`src/rtl/smb_tgt_pkg.sv`:
```
`timescale 1ns/1ps
package smb_tgt_pkg;

  localparam int BYTE_W = 8;
  localparam int CNT_W  = $clog2(BYTE_W + 1);

  typedef enum logic [2:0] {
    ST_IDLE,
    ST_ADDR,
    ST_REG,
    ST_DATA,
    ST_ACK,
    ST_TX,
    ST_HOLD
  } smb_state_e;

  // Bus events derived in the system clock domain.
  typedef struct packed {
    logic sda;
    logic scl_rise;
    logic scl_fall;
    logic start;
    logic stop;
  } line_ev_t;

endpackage

```
`src/rtl/smb_rst_sync.sv`:
```
`timescale 1ns/1ps
module smb_rst_sync #(
  parameter int STAGES = 2
) (
  input  logic clk,
  input  logic rst_n,
  output logic rst_sync_n
);

  localparam int N = (STAGES < 2) ? 2 : STAGES;

  logic [N-1:0] chain_q;
  logic [N-1:0] chain_n;

  always_comb begin
    chain_n = {chain_q[N-2:0], 1'b1};
  end

  always_ff @(posedge clk or negedge rst_n) begin
    if (!rst_n) chain_q <= '0;
    else        chain_q <= chain_n;
  end

  assign rst_sync_n = chain_q[N-1];

endmodule

```
`src/rtl/smb_line_cond.sv`:
```
`timescale 1ns/1ps
module smb_line_cond
  import smb_tgt_pkg::*;
#(
  parameter int SYNC_DEPTH = 2
) (
  input  logic     clk,
  input  logic     rst_n,
  input  logic     scl_i,
  input  logic     sda_i,
  output line_ev_t ev
);

  localparam int D = (SYNC_DEPTH < 2) ? 2 : SYNC_DEPTH;

  logic [D-1:0] scl_sr_q, scl_sr_n;
  logic [D-1:0] sda_sr_q, sda_sr_n;
  logic         scl_d_q, sda_d_q;
  logic         scl_s, sda_s;

  always_comb begin
    scl_sr_n = {scl_sr_q[D-2:0], scl_i};
    sda_sr_n = {sda_sr_q[D-2:0], sda_i};
  end

  // Idle bus is high on both lines.
  always_ff @(posedge clk or negedge rst_n) begin
    if (!rst_n) begin
      scl_sr_q <= '1;
      sda_sr_q <= '1;
      scl_d_q  <= 1'b1;
      sda_d_q  <= 1'b1;
    end else begin
      scl_sr_q <= scl_sr_n;
      sda_sr_q <= sda_sr_n;
      scl_d_q  <= scl_sr_q[D-1];
      sda_d_q  <= sda_sr_q[D-1];
    end
  end

  assign scl_s = scl_sr_q[D-1];
  assign sda_s = sda_sr_q[D-1];

  always_comb begin
    ev.sda      = sda_s;
    ev.scl_rise = scl_s & ~scl_d_q;
    ev.scl_fall = ~scl_s & scl_d_q;
    ev.start    = scl_s & scl_d_q & sda_d_q & ~sda_s;
    ev.stop     = scl_s & scl_d_q & ~sda_d_q & sda_s;
  end

endmodule

```
`src/rtl/smb_addr_strap.sv`:
```
`timescale 1ns/1ps
module smb_addr_strap #(
  parameter logic [5:0] ADDR_UPPER = 6'b010110
) (
  input  logic       clk,
  input  logic       rst_n,
  input  logic       a0_strap,
  output logic [6:0] own_addr
);

  logic taken_q, taken_n;
  logic lsb_q, lsb_n;

  always_comb begin
    taken_n = taken_q;
    lsb_n   = lsb_q;
    if (!taken_q) begin
      lsb_n   = a0_strap;
      taken_n = 1'b1;
    end
  end

  always_ff @(posedge clk or negedge rst_n) begin
    if (!rst_n) begin
      taken_q <= 1'b0;
      lsb_q   <= 1'b0;
    end else begin
      taken_q <= taken_n;
      lsb_q   <= lsb_n;
    end
  end

  assign own_addr = {ADDR_UPPER, lsb_q};

endmodule

```
`src/rtl/smb_proto_fsm.sv`:
```
`timescale 1ns/1ps
module smb_proto_fsm
  import smb_tgt_pkg::*;
#(
  parameter logic [BYTE_W-1:0] PTR_RESET = '0
) (
  input  logic              clk,
  input  logic              rst_n,
  input  line_ev_t          ev,
  input  logic [6:0]        own_addr,
  input  logic [BYTE_W-1:0] reg_rdata,
  output logic              sda_oe,
  output logic [BYTE_W-1:0] reg_addr,
  output logic [BYTE_W-1:0] reg_wdata,
  output logic              reg_we
);

  localparam logic [CNT_W-1:0] FULL = CNT_W'(BYTE_W);

  smb_state_e        st_q, st_n, nxt_q, nxt_n;
  logic [CNT_W-1:0]  cnt_q, cnt_n;
  logic [BYTE_W-1:0] rx_q, rx_n;
  logic [BYTE_W-1:0] tx_q, tx_n;
  logic [BYTE_W-1:0] ptr_q, ptr_n;
  logic [BYTE_W-1:0] wd_q, wd_n;
  logic              seen_q, seen_n;
  logic              oe_q, oe_n;
  logic              pend_q, pend_n;
  logic              we_q, we_n;
  logic              byte_full;

  assign byte_full = (cnt_q == FULL);

  always_comb begin
    st_n   = st_q;
    nxt_n  = nxt_q;
    cnt_n  = cnt_q;
    rx_n   = rx_q;
    tx_n   = tx_q;
    ptr_n  = ptr_q;
    wd_n   = wd_q;
    seen_n = seen_q;
    oe_n   = oe_q;
    pend_n = pend_q;
    we_n   = 1'b0;

    if (ev.start) begin
      // START or repeated START: always begin a new address byte.
      st_n   = ST_ADDR;
      cnt_n  = '0;
      oe_n   = 1'b0;
      pend_n = 1'b0;
    end else if (ev.stop) begin
      // Commit only a write that reached its data ACK with no further clock.
      if (st_q == ST_HOLD && pend_q) we_n = 1'b1;
      st_n   = ST_IDLE;
      oe_n   = 1'b0;
      pend_n = 1'b0;
    end else begin
      unique case (st_q)
        ST_ADDR, ST_REG, ST_DATA: begin
          if (ev.scl_rise && !byte_full) begin
            rx_n  = {rx_q[BYTE_W-2:0], ev.sda};
            cnt_n = cnt_q + 1'b1;
          end else if (ev.scl_fall && byte_full) begin
            cnt_n  = '0;
            seen_n = 1'b0;
            st_n   = ST_ACK;
            oe_n   = 1'b1;
            if (st_q == ST_ADDR) begin
              if (rx_q[BYTE_W-1:1] == own_addr) begin
                nxt_n = rx_q[0] ? ST_TX : ST_REG;
              end else begin
                st_n = ST_HOLD;
                oe_n = 1'b0;
              end
            end else if (st_q == ST_REG) begin
              ptr_n = rx_q;
              nxt_n = ST_DATA;
            end else begin
              wd_n   = rx_q;
              pend_n = 1'b1;
              nxt_n  = ST_HOLD;
            end
          end
        end

        ST_ACK: begin
          if (ev.scl_rise) begin
            seen_n = 1'b1;
          end else if (ev.scl_fall && seen_q) begin
            st_n  = nxt_q;
            cnt_n = '0;
            if (nxt_q == ST_TX) begin
              tx_n = reg_rdata;
              oe_n = ~reg_rdata[BYTE_W-1];
            end else begin
              oe_n = 1'b0;
            end
          end
        end

        ST_TX: begin
          if (ev.scl_rise) begin
            cnt_n = cnt_q + 1'b1;
          end else if (ev.scl_fall) begin
            if (byte_full) begin
              st_n = ST_HOLD;
              oe_n = 1'b0;
            end else begin
              tx_n = {tx_q[BYTE_W-2:0], 1'b0};
              oe_n = ~tx_q[BYTE_W-2];
            end
          end
        end

        ST_HOLD: begin
          // Any full clock after the data ACK spoils a pending write.
          if (ev.scl_fall) pend_n = 1'b0;
        end

        default: ;
      endcase
    end
  end

  always_ff @(posedge clk or negedge rst_n) begin
    if (!rst_n) begin
      st_q   <= ST_IDLE;
      nxt_q  <= ST_IDLE;
      cnt_q  <= '0;
      rx_q   <= '0;
      tx_q   <= '0;
      ptr_q  <= PTR_RESET;
      wd_q   <= '0;
      seen_q <= 1'b0;
      oe_q   <= 1'b0;
      pend_q <= 1'b0;
      we_q   <= 1'b0;
    end else begin
      st_q   <= st_n;
      nxt_q  <= nxt_n;
      cnt_q  <= cnt_n;
      rx_q   <= rx_n;
      tx_q   <= tx_n;
      ptr_q  <= ptr_n;
      wd_q   <= wd_n;
      seen_q <= seen_n;
      oe_q   <= oe_n;
      pend_q <= pend_n;
      we_q   <= we_n;
    end
  end

  assign sda_oe    = oe_q;
  assign reg_addr  = ptr_q;
  assign reg_wdata = wd_q;
  assign reg_we    = we_q;

endmodule

```
`src/rtl/smb_byte_target.sv`:
```
`timescale 1ns/1ps
module smb_byte_target
  import smb_tgt_pkg::*;
#(
  parameter logic [5:0]        ADDR_UPPER = 6'b010110,
  parameter int                SYNC_DEPTH = 2,
  parameter logic [BYTE_W-1:0] PTR_RESET  = 8'h00
) (
  input  logic              clk,
  input  logic              rst_n,
  input  logic              scl_i,
  input  logic              sda_i,
  output logic              sda_oe,
  input  logic              a0_strap,
  output logic [BYTE_W-1:0] reg_addr,
  output logic [BYTE_W-1:0] reg_wdata,
  output logic              reg_we,
  input  logic [BYTE_W-1:0] reg_rdata
);

  logic     rst_int_n;
  line_ev_t ev_w;
  logic [6:0] own_addr_w;

  smb_rst_sync #(.STAGES(2)) u_rst (
    .clk        (clk),
    .rst_n      (rst_n),
    .rst_sync_n (rst_int_n)
  );

  smb_line_cond #(.SYNC_DEPTH(SYNC_DEPTH)) u_line (
    .clk   (clk),
    .rst_n (rst_int_n),
    .scl_i (scl_i),
    .sda_i (sda_i),
    .ev    (ev_w)
  );

  smb_addr_strap #(.ADDR_UPPER(ADDR_UPPER)) u_strap (
    .clk      (clk),
    .rst_n    (rst_int_n),
    .a0_strap (a0_strap),
    .own_addr (own_addr_w)
  );

  smb_proto_fsm #(.PTR_RESET(PTR_RESET)) u_fsm (
    .clk       (clk),
    .rst_n     (rst_int_n),
    .ev        (ev_w),
    .own_addr  (own_addr_w),
    .reg_rdata (reg_rdata),
    .sda_oe    (sda_oe),
    .reg_addr  (reg_addr),
    .reg_wdata (reg_wdata),
    .reg_we    (reg_we)
  );

endmodule

```
`config.mk`:
```
export PLATFORM = sky130hd
export DESIGN_NAME = smb_byte_target
export DESIGN_NICKNAME = d
export VERILOG_FILES = /design/src/rtl/smb_tgt_pkg.sv /design/src/rtl/smb_rst_sync.sv /design/src/rtl/smb_line_cond.sv /design/src/rtl/smb_addr_strap.sv /design/src/rtl/smb_proto_fsm.sv /design/src/rtl/smb_byte_target.sv
export SDC_FILE = /design/constraint.sdc
export NUM_CORES = 1
export LEC_CHECK = 0
export CAP_MARGIN = 0
export CORE_AREA = 2 2 76 78
export CTS_CLUSTER_SIZE = 40
export DETAILED_ROUTE_END_ITERATION = 12
export DIE_AREA = 0 0 78 80
export PLACE_DENSITY = 0.81
export SYNTH_ARGS = -nofsm -noshare
export SYNTH_HDL_FRONTEND = slang
export SYNTH_SLANG_ARGS = --single-unit
```
`constraint.sdc`:
```
create_clock -name clk -period 1.7 [get_ports clk]
set_clock_uncertainty 0.1 [all_clocks]
set_input_delay 0.17 -clock clk [delete_from_list [all_inputs] [get_ports clk]]
set_output_delay 0.17 -clock clk [all_outputs]
set_load 0.005 [all_outputs]
```
Word-level counts from Yosys, hierarchy flattened. Index checks and enable logic that the tools add are counted.

Register bits: 55. Bits of input ports: 13. Output and inout port bits: 18. Logic and storage cells: 151.

Add/subtract/negate cells: 1. Equal/unequal tests: 34. Muxes and demuxes: 59. Bitwise gates (word level): 18. Reductions and logical operators: 21.

Operator list (number): $mux 3 (14); $mux 7 (6); $mux 4 (7); $mux 1 (25); $reduce_and 6->1 (4); $reduce_and 7->1 (3); $ne 4x3->1 const B (5); $ne 4x4->1 const B (5); $pmux 7 s2 (1); $eq 3x3->1 const B (4); $ne 2x1->1 const B (6); $pmux 4 s3 (1); $not 1->1 (11); $ne 2x2->1 const B (5); $pmux 3 s3 (1); $reduce_and 9->1 (1); $reduce_and 8->1 (1); $reduce_bool 4->1 (2); $and 1x1->1 (7); $eq 7x6->1 (1); $eq 3x2->1 const B (2); $ne 3x2->1 const B (2); $reduce_bool 5->1 (1); $add 4x1->4 const B (1); 12 further kinds (17).

Longest topological paths before layout. Gate-level depths: netlist of the first run.

Depth in word-level cells: 8. Depth in mapped cells: 8. Depth with buffers taken out: 7.

Cells and area by module. Synthesis of the first run repeated with hierarchy kept, for this count alone.

Cell total of the unflattened synthesis: 228. Area total of the unflattened synthesis: 2597.5 um2.

Modules (own cells, without submodules): smb_proto_fsm (times used 1, cells each 202, area each 2220.9 um2, seq. area each 1126.1 um2); smb_line_cond (times used 1, cells each 11, area each 197.7 um2, seq. area each 157.7 um2); smb_addr_strap (times used 1, cells each 12, area each 125.1 um2, seq. area each 50.0 um2); smb_rst_sync (times used 1, cells each 3, area each 53.8 um2, seq. area each 50.0 um2).

Least setup slack after synthesis of the first run. No wires, ideal clock.

Path kind: register to register. From: register u_fsm.cnt_q[0]. To: register u_fsm.cnt_q[2]. Setup time: 120 ps. Data arrival time: 1696 ps. Data required time: 1480 ps. Setup slack: -216 ps. Cell stages (with the launch flop): 8. Buffers on the path: 0. Period minus slack after synthesis: 1916 ps. Cell sequence: dfrtp_1 > inv_1 > ha_1 > and3b_1 > a211oi_1 > a211oi_2 > and4bb_2 > a31o_2.

Cells in the longest elaborated chain, start to end: 7. Elaborated cells on any way between the ends: 12. Classes of those cells: add/sub (1); eq/ne (2); mux (5); reduce/logical (4).

RTL lines: start: declaration (RTL line smb_proto_fsm.sv:21) `logic [CNT_W-1:0] cnt_q, cnt_n;`; start signal: assignment (RTL line smb_proto_fsm.sv:143) `cnt_q <= cnt_n;`; branches (longest 7 deep; another with $add 4x1->4).

Parallel ways; which one is timed is not known. The select of a mux whose other input is x is not followed. A chain may end at the register's enable or synchronous reset.

Worst setup path after layout of the first run.
From: register u_line.scl_sr_q[1]. To: register u_fsm.rx_q[0].

Cells in the longest elaborated chain, start to end: 5. Elaborated cells on any way between the ends: 10. Classes of those cells: bitwise (8); reduce/logical (2).

RTL lines: start: declaration (RTL line smb_line_cond.sv:16) `logic [D-1:0] scl_sr_q, scl_sr_n;`; start signal: assignment (RTL line smb_line_cond.sv:34) `scl_sr_q <= scl_sr_n;`; $and 1x1->1 (RTL line smb_line_cond.sv:48, smb_line_cond.sv:49); $and 1x1->1 (on tied branches) (2 in series) (RTL line smb_line_cond.sv:48, smb_line_cond.sv:49); $not 1->1 (no source line); $reduce_and 4->1 (no source line) *; end signal: assignment (RTL line smb_proto_fsm.sv:144) `rx_q <= rx_n;`; end: declaration (RTL line smb_proto_fsm.sv:22) `logic [BYTE_W-1:0] rx_q, rx_n;`.

Every way passes the cells marked *; elsewhere a longest branch is shown, timed or not.

==> metrics.csv, run 1 <==
stage;metric;value;unit
worst_setup_path;crit_required;1.80;ns
timing;setup_viol;43;
worst_setup_path;reg2reg_setup_slack;-0.23;ns
outcome;outcome;complete, but fails checks;
clock_network;htreeDepth;2;
worst_setup_path;path_max_fanout;8;
die;row_count;27;
synth;synth_edf_count;0;
global_routing;grt_max_degree;54;
final_layout;diodes;0;
detailed_routing;num_vias;2021;
timing;layout_min_cycle_time;1.930;ns
synth;ys_types;47;
final_layout;finalInstanceArea;3711;µm²
detailed_routing;wl_per_cell;16.46;µm
clock_network;cts-buffers-inserted;5;
pwr;p_leak;1.672;nW
synth;netlist_area;2602;µm²
outcome;violations;setup timing;
worst_setup_path;end_kind;flop;
placement;port_buffers;30;
timing;clock.fmax;518.1;MHz
worst_setup_path;r2r_start;u_line.scl_sr_q[1];
timing;finalCritPeriodShare;113.5;%
timing;drv_slew;0;
global_routing;grt_pass1_wl;9811;µm
clock_network;cts_tree;yes;
detailed_routing;drc_errors;0;
die;core_area;5405;µm²
die;ioPinCount;31;
timing;rsz0062_at_grt;yes;
pwr;power_density;971.1;nW/µm²
synth;async_flop_share;100.0;%
clock_network;ctsLongestPathBuffers;2;
worst_setup_path;crit-reg2reg-capture;u_fsm.rx_q[0];
die;die_w;78;µm
placement;gp_congestion;0.9152;
timing;hold_viol_final;0;
synth;synth_area_leaders;dfrtp_1, mux2_2, dfstp_2;
final_layout;drive_gt1_share;42.76;%
final_layout;layout.nets;318;
timing;setup_slack;-0.2302;ns
worst_setup_path;reg2reg_depth;5;
synth;synth_top_cell_by_area;dfrtp_1;
die;dieHeight;80;µm
final_layout;final_util;68.66;%
placement;dp.final_hpwl;4027;µm
synth;ys_ff_latch;55;
detailed_routing;drt_iter0_markers;104;
synth;synth.most_common_cell;dfrtp_1;
synth;synth_top_area_share;47.12;%
detailed_routing;wirelength;6189;µm
synth;synth_cells;218;
clock_network;clk_latency;0.32;ns
placement;post-place-cells;363;
die;initial_core_util;48.15;%
final_layout;fin_cells;376;
detailed_routing;dr.pass1.iters;4;
global_routing;antenna_found_initial;0;
final_layout;synthToLayoutAreaGrowth;42.60;%
global_routing;grt_pass1_vias;2066;
detailed_routing;viasPerCell;5.375;
synth;synth_common_cells;dfrtp_1, mux2_2, nand2_1;
global_routing;overflow;0;
synth;yosys_warnings;0;
placement;placed_area;3373;µm²
die;die-area;6240;µm²
clock_network;cts.sinks;55;
worst_setup_path;path_class;flop to flop;
timing;tns;-7.093;ns
worst_setup_path;critPathLaunchType;flop;
clock_network;cts-root-buf;clkbuf_8;
synth;synth_ff_type;dfrtp_1;
min_path;hold_path_class;flop to async pin;
timing;hold_ws;0.1446;ns
synth;synth.avg_cell_area;11.94;µm²
detailed_routing;drtAntennaViolNets;0;
synth;ys_seq_area_share;53.17;%
clock_network;clk_pin_slew;0.11;ns
worst_setup_path;crit_arrival;2.03;ns
global_routing;grt_use_total;20.19;%
pwr;irDropWorstVdd;0.6255;mV
run;maxCapViolCount;0;
-- area by class of cell --
class | instances | area (µm²)
fill | 395 | 1694
clock inverter | 2 | 20.02
inverter | 7 | 26.28
tap | 72 | 90.09
timing repair buffer | 83 | 752.0
clock buffer | 6 | 82.58
multi-input combinational | 151 | 1355
sequential | 55 | 1385
-- stage by stage --
| step | setup slack (ns) | power [mW] |
|---|---|---|
| after floorplan | -0.2017 | 2.220 |
| after global placement | -0.2146 | 2.638 |
| after global routing | -0.3033 | 3.783 |
| final | -0.2302 | 3.604 |
| after detailed placement | -0.2375 | 2.673 |
| after CTS | -0.2345 | 3.530 |
-- repair_timing --
item | in CTS | in global routing
hold endpoints to repair | 2 | 0
setup endpoints to repair | 44 | 44
buffers inserted | 1 | 4
pin swaps | 5 | 10
cloned | 0 | 0
hold buffers | 1 | 0
resized for setup | 20 | 26
-- power breakdown --
part / switching, mW / internal [mW]
combinational: 0.591 / 0.646
sequential: 0.117 / 1.45
clock: 0.456 / 0.344
total: 1.16 / 2.44
-- registers in the layout (all words and copies together), names as in the netlist --
register,count
u_fsm.reg_addr,8
u_fsm.cnt_q,4
u_fsm.rx_q,8
u_fsm.st_q,3
u_fsm.sda_oe,1
u_line.scl_d_q,1
u_fsm.seen_q,1
u_rst.chain_q,2
u_strap.taken_q,1
u_line.sda_sr_q,2
u_strap.lsb_q,1
u_fsm.nxt_q,3
u_fsm.reg_wdata,8
u_line.scl_sr_q,2
u_fsm.reg_we,1
u_line.sda_d_q,1
u_fsm.tx_q,7
u_fsm.pend_q,1
-- worst max-delay path: stages (launching register included) --
cell     delay [ns]
dfstp_2        0.62
and2b_4        0.23
nand2_4        0.08
nor4_4         0.27
buf_6          0.21
mux2_4         0.31
-- worst max path at each step --
stage,from,end,depth (start not counted)
after detailed placement,u_line.scl_d_q,u_fsm.st_q[1],6
final,u_line.scl_sr_q[1],u_fsm.rx_q[0],5
after global routing,u_line.scl_d_q,u_fsm.tx_q[4],7
after floorplan,u_fsm.cnt_q[0],u_fsm.rx_q[0],6
after CTS,u_fsm.cnt_q[0],u_fsm.cnt_q[0],8
after global placement,u_line.scl_d_q,u_fsm.sda_oe,6
-- metal layers --
| layer | GRT usage, % | part of all wire, % | vias to the layer above |
|---|---|---|---|
| met5 | 0 | 0 | - |
| met4 | 7.018 | 3.0 | 0 |
| met3 | 4.299 | 3.6 | 23 |
| met2 | 35.95 | 52 | 53 |
| met1 | 24.28 | 41 | 997 |
| li1 | - | - | 948 |
-- logic make-up after synthesis --
group / Yosys count / synth area share [%]
other: 1 / 0.1441
AO/OA/AOI/OAI: 36 / 10.24
flip-flops: 55 / 53.17
buffers and inverters: 13 / 3.125
XOR/XNOR: 2 / 0.6732
adder cells (fa/ha/maj): 2 / 0.9614
AND/OR/NAND/NOR: 77 / 17.93
multiplexers: 32 / 13.75
-- placed cells by master, fill, tap and decap left out, types with 2 or more instances in the layout --
master,instances
dfrtp_1,48
buf_4,43
clkdlybuf4s50_1,30
nand2_1,23
mux2_4,21
nor2_1,15
mux2_2,9
a31oi_1,8
inv_1,7
buf_6,7
clkbuf_8,6
dfstp_2,6
nand4b_1,4
nand2b_1,4
a21oi_1,4
o21ai_0,4
nand3_1,4
o21ai_1,3
nand2_4,2
nor4_4,2
nand3b_1,2
nor2_2,2
a211oi_4,2
and4bb_2,2
a31o_2,2
mux2i_1,2
o21a_1,2
buf_12,2
conb_1,2
Power figures use the tool's default switching activity.
==> run 2, diff against run 1 <==
Settings changed: PLACE_DENSITY 0.81 to 0.78.
Clock period 1.7 ns to 2.2 ns, I/O delays scaled along.
==> metrics.csv, run 2 (synthesized netlist as in run 1, its figures left out) <==
stage;metric;value;unit;change
detailed_routing;num_vias;1840;;was 2,021
clock_network;cts_tree;yes;;unchanged
detailed_routing;drt_iter0_markers;77;;was 104
die;initial_core_util;48.15;%;unchanged
clock_network;cts.sinks;55;;unchanged
die;core_area;5405;µm²;unchanged
detailed_routing;drtAntennaViolNets;0;;unchanged
pwr;p_leak;1.389;nW;was 1.672 nW
global_routing;grt_max_degree;30;;was 54
timing;rsz0062_at_grt;yes;;unchanged
pwr;power_switching;0.7558;mW;was 1.164 mW
worst_setup_path;crit_arrival;2.16;ns;was 2.03 ns
global_routing;grt_pass1_wl;8845;µm;was 9811 µm
timing;setup_slack;0.1423;ns;was -0.2302 ns
final_layout;finalInstanceArea;3179;µm²;was 3711 µm²
worst_setup_path;path_class;flop to flop;;unchanged
worst_setup_path;crit_required;2.30;ns;was 1.80 ns
timing;hold_viol_final;0;;unchanged
worst_setup_path;end_kind;flop;;unchanged
detailed_routing;viasPerCell;5.509;;was 5.375
detailed_routing;drc_errors;0;;unchanged
placement;post-place-cells;324;;was 363
die;dieHeight;80;µm;unchanged
pwr;clkPwrFrac;27.8;%;was 22.2%
worst_setup_path;critical_path.top_delay_family;simple AND/OR/NAND/NOR gates;;was flip-flops
die;ioPinCount;31;;unchanged
timing;drv_slew;0;;unchanged
detailed_routing;dr.pass1.iters;4;;unchanged
worst_setup_path;r2r_start;u_fsm.cnt_q[0];;was u_line.scl_sr_q[1]
final_layout;diodes;0;;unchanged
global_routing;antenna_found_initial;0;;unchanged
pwr;power_density;794.9;nW/µm²;was 971.1 nW/µm²
pwr;switching_share;29.91;%;was 32.30%
outcome;outcome;complete, no violations;;was complete, but fails checks
final_layout;drive_gt1_share;28.24;%;was 42.76%
pwr;power.total;2.527;mW;was 3.604 mW
pwr;p_seq_share;49.3;%;was 43.4%
final_layout;final_util;58.82;%;was 68.66%
worst_setup_path;path_cells;inv_1 > ha_1 > and3b_1 > nand2_1 > nor2_1 > nand3_2 > mux2_2;;was and2b_4 > nand2_4 > nor4_4 > buf_6 > mux2_4
placement;gp_congestion;0.8286;;was 0.9152
pwr;p_comb_share;22.9;%;was 34.3%
placement;port_buffers;30;;unchanged
die;row_count;27;;unchanged
worst_setup_path;path_max_fanout;8;;unchanged
pwr;irDropWorstVdd;0.5540;mV;was 0.6255 mV
worst_setup_path;crit-reg2reg-capture;u_fsm.reg_addr[2];;was u_fsm.rx_q[0]
placement;dp_slack;0.1283;ns;was -0.2375 ns
clock_network;clk_latency;0.31;ns;was 0.32 ns
final_layout;fin_cells;334;;was 376
timing;layout_min_cycle_time;2.058;ns;was 1.930 ns
worst_setup_path;reg2reg_depth;7;;was 5
timing;tightestPinTransition;0.6440;ns;
placement;placed_area;3023;µm²;was 3373 µm²
placement;dp.final_hpwl;3559;µm;was 4027 µm
timing;hold_ws;0.1979;ns;was 0.1446 ns
timing;maxSlewHeadroom;57.07;%;
run;maxCapViolCount;0;;unchanged
final_layout;layout_common_cells;dfrtp_1, mux2_2, clkdlybuf4s50_1;;was dfrtp_1, buf_4, clkdlybuf4s50_1
die;die-area;6240;µm²;unchanged
global_routing;grt_pass1_vias;1925;;was 2,066
worst_setup_path;slowest_stage;dfrtp_1;;was dfstp_2
timing;finalCritPeriodShare;93.53;%;was 113.5%
min_path;hold_path_class;flop to async pin;;unchanged
worst_setup_path;reg2reg_setup_slack;0.14;ns;was -0.23 ns
clock_network;clk_pin_slew;0.10;ns;was 0.11 ns
global_routing;overflow;0;;unchanged
detailed_routing;wirelength;4952;µm;was 6189 µm
worst_setup_path;critPathLaunchType;flop;;unchanged
worst_setup_path;crit_buf_inv;1;;unchanged
clock_network;cts-root-buf;clkbuf_8;;unchanged
clock_network;cts-buffers-inserted;5;;unchanged
timing;setup_viol;0;;was 43
global_routing;grt_use_total;17.85;%;was 20.19%
clock_network;htreeDepth;2;;unchanged
final_layout;final_common_cell;dfrtp_1;;unchanged
pwr;internal_power;1.772;mW;was 2.440 mW
die;die_w;78;µm;unchanged
final_layout;synthToLayoutAreaGrowth;22.16;%;was 42.60%
timing;clock.fmax;486.0;MHz;was 518.1 MHz
detailed_routing;wl_per_cell;14.83;µm;was 16.46 µm
timing;tns;0;ns;was -7.093 ns
worst_setup_path;cpPeakStageDelay;0.43;ns;was 0.62 ns
final_layout;layout.nets;276;;was 318
clock_network;ctsLongestPathBuffers;2;;unchanged
-- run 2: power groups by stage --
stage | Combinational, mW | Clock [mW] | Sequential [mW]
global placement | 0.559 | 0 | 1.26
detailed placement | 0.571 | 0 | 1.26
global route | 0.644 | 0.768 | 1.27
floorplan | 0.464 | 0 | 1.22
finish | 0.579 | 0.703 | 1.25
CTS | 0.577 | 0.730 | 1.24
-- run 2: layout make-up --
type,instances,area (µm²)
tap,72,90.09
multi-input combinational,151,1146
sequential,55,1385
clock buffer,6,82.58
timing repair buffer,41,410.4
inverter,7,26.28
fill,459,2226
clock inverter,2,38.79
-- run 2: how the worst max path moves through the flow --
stage | slack [ns] | cells past startpoint | end | startpoint
floorplan | 0.28 | 7 | u_fsm.cnt_q[2] | u_fsm.cnt_q[0]
global placement | 0.19 | 6 | u_fsm.tx_q[4] | u_fsm.st_q[0]
detailed placement | 0.13 | 6 | u_fsm.tx_q[3] | u_fsm.st_q[0]
CTS | 0.09 | 6 | u_fsm.tx_q[3] | u_fsm.st_q[0]
global route | -0.006 | 7 | u_fsm.reg_addr[5] | u_fsm.cnt_q[0]
finish | 0.14 | 7 | u_fsm.reg_addr[2] | u_fsm.cnt_q[0]
-- run 2: layer usage --
| layer | vias to the layer above | global-route usage, % | wire (µm) |
|---|---|---|---|
| li1 | 867 | - | - |
| met1 | 927 | 21.93 | 2226 |
| met2 | 37 | 31.38 | 2475 |
| met3 | 9 | 3.846 | 169 |
| met4 | 0 | 5.789 | 81 |
| met5 | - | 0 | 0 |
-- run 2: worst register-to-register path: stages (launching register included) --
cell and delay, ns:
dfrtp_1 0.43, inv_1 0.07, ha_1 0.16, and3b_1 0.23
nand2_1 0.17, nor2_1 0.21, nand3_2 0.24, mux2_2 0.34
-- run 2: timing repair --
item,4_1_cts,5_1_grt
gates resized for setup,0,2
setup buffers,0,1
setup endpoints to repair,0,8
hold buffers,1,0
endpoints found under the hold margin,2,0
